## src/rtl/io_split_pkg.sv

```systemverilog
package io_split_pkg;
  localparam int PORT_W = 8;
  localparam int BYTE_W = 8;
  localparam int WORD_W = 16;

  typedef enum logic [1:0] {ST_IDLE, ST_LO, ST_HI, ST_FIN} st_e;

  typedef struct packed {
    logic [PORT_W-1:0] port;
    logic [WORD_W-1:0] wdata;
    logic              word;
    logic              write;
  } req_t;
endpackage

```

## src/rtl/io_split_ctrl.sv

```systemverilog
module io_split_ctrl
  import io_split_pkg::*;
#(
  parameter int BUS_W = 8
) (
  input  logic clk_i,
  input  logic rst_ni,
  input  logic start_i,
  input  req_t req_i,
  output req_t req_o,
  output st_e  st_o,
  output logic cyc_o,
  output logic hi_o
);
  localparam bit TWO_CYC = (BUS_W == BYTE_W);

  st_e  st_q;
  req_t req_q;

  always_ff @(posedge clk_i or negedge rst_ni) begin
    if (!rst_ni) begin
      st_q  <= ST_IDLE;
      req_q <= '0;
    end else begin
      unique case (st_q)
        ST_IDLE: if (start_i) begin
          req_q <= req_i;
          st_q  <= ST_LO;
        end
        ST_LO:   st_q <= (TWO_CYC && req_q.word) ? ST_HI : ST_FIN;
        ST_HI:   st_q <= ST_FIN;
        default: st_q <= ST_IDLE;
      endcase
    end
  end

  assign req_o = req_q;
  assign st_o  = st_q;
  assign cyc_o = (st_q == ST_LO) || (st_q == ST_HI);
  assign hi_o  = (st_q == ST_HI);


  start_ignored_chk: assert property (@(posedge clk_i) disable iff (!rst_ni)
    (st_q != ST_IDLE) |=> $stable(req_q));
endmodule

```

## src/rtl/io_split_lane.sv

```systemverilog
module io_split_lane
  import io_split_pkg::*;
#(
  parameter int BUS_W = 8
) (
  input  req_t              req_i,
  input  logic              cyc_i,
  input  logic              hi_i,
  output logic [PORT_W-1:0] bus_addr_o,
  output logic              bus_wr_o,
  output logic              bus_rd_o,
  output logic [BUS_W-1:0]  bus_wdata_o
);
  assign bus_addr_o = hi_i ? PORT_W'(req_i.port + 1'b1) : req_i.port;
  assign bus_wr_o   = cyc_i && req_i.write;
  assign bus_rd_o   = cyc_i && !req_i.write;

  generate
    if (BUS_W == BYTE_W) begin : g_narrow
      assign bus_wdata_o = hi_i ? req_i.wdata[WORD_W-1:BYTE_W] : req_i.wdata[BYTE_W-1:0];
    end else begin : g_wide
      assign bus_wdata_o = req_i.word ? req_i.wdata
                                      : {{(WORD_W-BYTE_W){1'b0}}, req_i.wdata[BYTE_W-1:0]};
    end
  endgenerate
endmodule

```

## src/rtl/io_split_asm.sv

```systemverilog
module io_split_asm
  import io_split_pkg::*;
#(
  parameter int BUS_W = 8
) (
  input  logic              clk_i,
  input  logic              rst_ni,
  input  logic              rd_i,
  input  logic              hi_i,
  input  logic              word_i,
  input  logic [BUS_W-1:0]  bus_rdata_i,
  output logic [WORD_W-1:0] rdata_o
);
  logic [WORD_W-1:0] acc_q;

  generate
    if (BUS_W == BYTE_W) begin : g_narrow
      always_ff @(posedge clk_i or negedge rst_ni) begin
        if (!rst_ni)           acc_q <= '0;
        else if (rd_i && hi_i) acc_q[WORD_W-1:BYTE_W] <= bus_rdata_i;
        else if (rd_i)         acc_q <= {{(WORD_W-BYTE_W){1'b0}}, bus_rdata_i};
      end


      hi_keeps_lo_chk: assert property (@(posedge clk_i) disable iff (!rst_ni)
        (rd_i && hi_i) |=> (acc_q[BYTE_W-1:0] == $past(acc_q[BYTE_W-1:0])));
    end else begin : g_wide
      always_ff @(posedge clk_i or negedge rst_ni) begin
        if (!rst_ni)   acc_q <= '0;
        else if (rd_i) acc_q <= word_i ? bus_rdata_i[WORD_W-1:0]
                                       : {{(WORD_W-BYTE_W){1'b0}}, bus_rdata_i[BYTE_W-1:0]};
      end
    end
  endgenerate

  assign rdata_o = acc_q;
endmodule

```

## src/rtl/io_split.sv

```systemverilog
module io_split
  import io_split_pkg::*;
#(
  parameter int BUS_W = 8
) (
  input  logic              clk_i,
  input  logic              rst_ni,
  input  logic              start_i,
  input  logic              write_i,
  input  logic              word_i,
  input  logic [PORT_W-1:0] port_i,
  input  logic [WORD_W-1:0] wdata_i,
  output logic              busy_o,
  output logic              done_o,
  output logic [WORD_W-1:0] rdata_o,
  output logic [PORT_W-1:0] bus_addr_o,
  output logic              bus_wr_o,
  output logic              bus_rd_o,
  output logic [BUS_W-1:0]  bus_wdata_o,
  input  logic [BUS_W-1:0]  bus_rdata_i
);
  req_t req_in, req_q;
  st_e  st;
  logic cyc, hi, strobe;

  assign req_in = '{port: port_i, wdata: wdata_i, word: word_i, write: write_i};

  io_split_ctrl #(.BUS_W(BUS_W)) u_ctrl (
    .clk_i(clk_i), .rst_ni(rst_ni), .start_i(start_i), .req_i(req_in),
    .req_o(req_q), .st_o(st), .cyc_o(cyc), .hi_o(hi)
  );

  io_split_lane #(.BUS_W(BUS_W)) u_lane (
    .req_i(req_q), .cyc_i(cyc), .hi_i(hi), .bus_addr_o(bus_addr_o),
    .bus_wr_o(bus_wr_o), .bus_rd_o(bus_rd_o), .bus_wdata_o(bus_wdata_o)
  );

  io_split_asm #(.BUS_W(BUS_W)) u_asm (
    .clk_i(clk_i), .rst_ni(rst_ni), .rd_i(bus_rd_o), .hi_i(hi),
    .word_i(req_q.word), .bus_rdata_i(bus_rdata_i), .rdata_o(rdata_o)
  );

  assign busy_o = (st != ST_IDLE);
  assign done_o = (st == ST_FIN);
  assign strobe = bus_wr_o || bus_rd_o;


  done_pulse_chk: assert property (@(posedge clk_i) disable iff (!rst_ni)
    done_o |=> !done_o);

  done_after_cyc_chk: assert property (@(posedge clk_i) disable iff (!rst_ni)
    done_o |-> $past(strobe));

  busy_on_start_chk: assert property (@(posedge clk_i) disable iff (!rst_ni)
    (start_i && !busy_o) |=> (busy_o && strobe));

  one_strobe_chk: assert property (@(posedge clk_i) disable iff (!rst_ni)
    $onehot0({bus_wr_o, bus_rd_o}));

  generate
    if (BUS_W == BYTE_W) begin : g_chk_narrow

      next_port_chk: assert property (@(posedge clk_i) disable iff (!rst_ni)
        (strobe && $past(strobe)) |-> (bus_addr_o == PORT_W'($past(bus_addr_o) + 1'b1)));
    end else begin : g_chk_wide

      single_cyc_chk: assert property (@(posedge clk_i) disable iff (!rst_ni)
        strobe |=> !strobe);
    end
  endgenerate
endmodule

```

## config.mk

```make
export PLATFORM = sky130hd
export DESIGN_NAME = io_split
export DESIGN_NICKNAME = d
export VERILOG_FILES = /design/src/rtl/io_split_pkg.sv /design/src/rtl/io_split_ctrl.sv /design/src/rtl/io_split_lane.sv /design/src/rtl/io_split_asm.sv /design/src/rtl/io_split.sv
export SDC_FILE = /design/constraint.sdc
export NUM_CORES = 1
export LEC_CHECK = 0
export BUFFER_PORTS_ARGS = -buffer_cell sky130_fd_sc_hd__clkbuf_2
export CORE_MARGIN = 2
export CORE_UTILIZATION = 49
export CTS_CLUSTER_SIZE = 8
export DETAILED_ROUTE_END_ITERATION = 16
export PLACE_DENSITY = 0.78
export SYNTH_ARGS = -nofsm -noshare
export SYNTH_HDL_FRONTEND = slang
export SYNTH_SLANG_ARGS = --single-unit
export TNS_END_PERCENT = 1
```

## constraint.sdc

```tcl
create_clock -name clk_i -period 2.1 [get_ports clk_i]
set_input_delay 0.42 -clock clk_i [delete_from_list [all_inputs] [get_ports clk_i]]
set_output_delay 0.42 -clock clk_i [all_outputs]
set_load 0.005 [all_outputs]
```

-- After elaboration in Yosys (flattened, before gate mapping)
Cells that the tools add are included.
- register bits: 44
- memories kept: 0
- RAM bits: 0
- bits of input ports: 37
- bits in latches: 0
- memory bits (read-only): 0
- shift-type cells: 0
- multiplexer cells: 7
- div/mod/pow operators: 0
- add/sub/neg operators: 1
- $mul: 0
- order comparisons: 0
- eq/ne operators: 4
- reduce and logical (&&, ||, !) cells: 10
- bitwise logic cells: 1
- operator list (operator ; count):
    2-to-1 mux 8 bit ; 3
    2-to-1 mux 16 bit ; 1
    adder 8 x 1 -> 8 bit (second input constant) ; 1
    case mux 2 bit (3 select lines) ; 1
    equality test 2 bit (second input constant) ; 2
    AND reduction 2 bit ; 2
    nonzero test 2 bit ; 2
    logical AND 1 bit ; 3
    equality test 2 x 1 -> 1 bit (second input constant) ; 1
    zero test 2 bit ; 1
    2-to-1 mux 2 bit ; 1
    != test 2 bit (second input constant) ; 1
    zero test 1 bit ; 1
    logical OR 1 bit ; 1
    2-to-1 mux 1 bit ; 1
    NOT 1 bit ; 1

-- Depth between registers and ports, before layout
- depth after elaboration: 6
- gate-level depth with buffers: 7
- mapped depth without buffers: 5

-- Modules after synthesis
Synthesis repeated with hierarchy kept, for this count alone.
- cell total of the unflattened synthesis: 140
- area total of the unflattened synthesis: 2100.8 sq um
- modules (own cells, without submodules) (module ; times used ; area each (sq um) ; cells an instance):
    io_split_ctrl ; 1 ; 1211.2 ; 72
    io_split_asm ; 1 ; 624.3 ; 37
    io_split_lane ; 1 ; 251.5 ; 29
    io_split ; 1 ; 13.8 ; 2

-- Least setup slack after synthesis
Ideal clock, no wire load.
- kind: reg-to-output
- start: register u_ctrl.st_q[0] (netlist: u_ctrl.st_o[0])
- end: output port bus_addr_o[7]
- path buffers: 0
- slack: 0.333 ns
- required time: 1.680 ns
- data arrival time: 1.347 ns
- stages on the path, launching flop included: 6
- path through: dfrtp_1 > inv_1 > ha_1 > nand2_1 > nor4_1 > xor2_1
- word-level cells in the longest chain between the ends: 2
- ends and longest elaborated chain (what ; RTL line ; source):
    start: declaration ; io_split_ctrl.sv:17 ; st_e st_q;
    start signal: assignment ; io_split_ctrl.sv:30 ; ST_LO: st_q <= (TWO_CYC && req_q.word) ? ST_HI : ST_FIN;
    equality test 2 bit ; io_split_ctrl.sv:40 ; assign hi_o = (st_q == ST_HI);
    2-to-1 mux 8 bit ; io_split_lane.sv:14 ; assign bus_addr_o = hi_i ? PORT_W'(req_i.port + 1'b1) : req_i.port;
    end: declaration ; io_split.sv:16 ; output logic [PORT_W-1:0] bus_addr_o,
No other way between the ends.

-- Worst setup path in the final report
- start: register u_ctrl.st_q[0] (netlist: u_ctrl.st_o[0])
- end: output port bus_addr_o[1]
Same word-level chain as after synthesis.

==> reports/metrics.cfg <==
[critical_path]
cp_slowest_stage_delay_ns=0.39
path_buf_inv=3
endpoint_kind=output pin
crit_type=reg -> out
crit_fanout=17
critical-path-slowest-cell=dfrtp_1
crit_required_ns=1.68
cp_cell_sequence=inv_2 -> ha_4 -> buf_6 -> mux2_2 -> clkbuf_2
cp_top_family=flip-flops
critPathArrivalTime_ns=1.60
start_kind=flop

[timing]
max_slew.worst_pin.slew_ns=0.5362
finalHoldViolCount=0
fmax_mhz=494.4
maxSlewViolCount=0
skew_ns=0.003037
max_slew_margin_pct=64.26
fin_crit_sh_pct=96.32
fin_crit_ns=2.023
tns_ns=0
setup_viol=0
rsz0062_at_grt=no

[clock_network]
cts_tree=built
htree_levels=2
clock_sinks=44
clk_pin_slew_ns=0.07
clockBufferDepth=2
cts-root-buf=clkbuf_8
postCtsHoldBufs=0
cts_buffers=5
clkLatencyLatePin_ns=0.29

[synth]
synth_common_cells=dfrtp_1 (44), mux2_2 (44), nand2_1 (24), o21ai_0 (8), ha_1 (6)
seq_area_frac_synth_pct=55.63
synth.yosys.warnings=0
yosys.area.top_type=dfrtp_1
syn_inst=155
synth_edf_count=0
synth_area_per_cell_um2=12.77
syn_nets=198
ys.flop_type=dfrtp_1
synth_area_um2=1979
async_flop_share_pct=100.0
synth_area_leaders=dfrtp_1 (56%), mux2_2 (25%), nand2_1 (4.6%)
netlist-cell-type-count=20
yosys.area.top_type_share_pct=55.63
ys_ff_latch=44

[global_routing]
grt_start_max_net_pins=45
grt_pass1_vias=1294
antenna_found_initial=0
grt_remaining_overflow=0
grt_use_total_pct=17.05
grt_pass1_wl_um=5678

[finish]
finalNonFillerCells=285
nNetsFinal=277
fin_util_pct=64.23
design_area_um2=2532
antennaDiodeCount=0
areaGrowthSynthToFinish_pct=27.94
drive_gt1_share_pct=56.17

[place]
gp_congestion=0.7379
dpl_cell_area_um2=2412
placed_cells=276
io_buffers=72
hpwl_um=2707

[pwr]
vdd_drop_max_uv=840.2
finalPower_mw=3.863
p_per_area_nw_per_um2=1525
power.leakage_nw=1.252

[die]
die_area_um2=4564
core_area_um2=3943
ioPinCount=73
start_util_pct=50.21
die-width_um=67.56
die_h_um=67.56
rows=23

[job]
max_cap_violations=0

[detailed_routing]
post_drt_wl_per_cell_um=12.60
num_vias=1402
drt_pass1_iterations=4
route.detailed.drc=0
drt_wl_total_um=3591
ant_nets=0
avgViaCountPerCell=4.919
drt-initial-drc-count=48

[worst_hold_path]
hp-class=in -> async

[status]
outcome=completed

## cell type report
| cell class | count | area, um^2 |
|---|---|---|
| timing repair buffer | 78 | 409.1 |
| inverter | 4 | 15.01 |
| fill | 323 | 1410 |
| tap | 50 | 62.56 |
| multi-input combinational | 101 | 854.6 |
| clock buffer | 8 | 90.09 |
| sequential | 44 | 1101 |
## metal layers
layer  track usage, %  up-vias  wire [um]
met5                0        -          0
met4            6.122        0         50
met3            5.333        6        324
met2            26.72       57       1629
met1            22.30      657       1588
li1                 -      682          -
## path summary, 6_finish.rpt
kind / endpoint / slack (ns) / from / cells after the start
max: bus_addr_o[1] / 0.08 / u_ctrl.st_o[0] / 5
min: u_ctrl.req_o[20] / 0.20 / rst_ni / 2
max reg2reg: u_asm.rdata_o[7] / 0.34 / u_ctrl.st_o[1] / 6
min reg2reg: u_asm.rdata_o[14] / 0.49 / u_asm.rdata_o[14] / 2
max in group asynchronous: u_ctrl.st_o[0] / 1.54 / rst_ni / 2
min in group clk_i: u_ctrl.req_o[5] / 0.35 / wdata_i[3] / 2
## cell usage in the layout, fill, tap and decap left out, drive strengths merged, types with 2 or more instances in the layout
cell type,n
xor2,5
dfrtp,44
nor3,2
mux2,44
ha,6
nor2b,2
buf,7
clkbuf,79
nor2,3
nand2,24
xnor2,2
inv,4
o21ai,8
## report_power, final
part / switching, mW / total (mW) / internal (mW)
combinational: 0.803 / 1.85 / 1.04
sequential: 0.238 / 1.49 / 1.25
clock: 0.259 / 0.527 / 0.268
## logic make-up (layout without fill, tap and decap cells)
family          Yosys count  after routing  share of synthesized area, %
fa+ha+maj                 6              6                         3.793
xor+xnor                  7              7                         3.097
buf+inv                  10             90                         2.149
flops                    44             44                         55.63
compound gates            9              9                         2.402
simple gates             35             35                         7.902
mux                      44             44                         25.03
## stage by stage
stage	hold WS (ns)	setup WS, ns
2_1_floorplan	0.1244	0.3334
3_3_place_gp	0.4699	0.2330
3_5_place_dp	0.4749	0.1887
4_1_cts	0.2134	0.02141
5_1_grt	0.2391	0.004807
6_report	0.1963	0.07727
## sequential cells by signal, summed over array words and instances (netlist names)
register	cells
u_ctrl.req_o	26
u_asm.rdata_o	16
u_ctrl.st_o	2
## repair_timing
action                     CTS  global route
pin swaps                    4             2
hold endpoints to repair     0             0
gates resized for setup      4             2
gates cloned                 0             0
setup buffers                2             0
setup endpoints to repair   12             1
(Power assumes the default switching activity.)
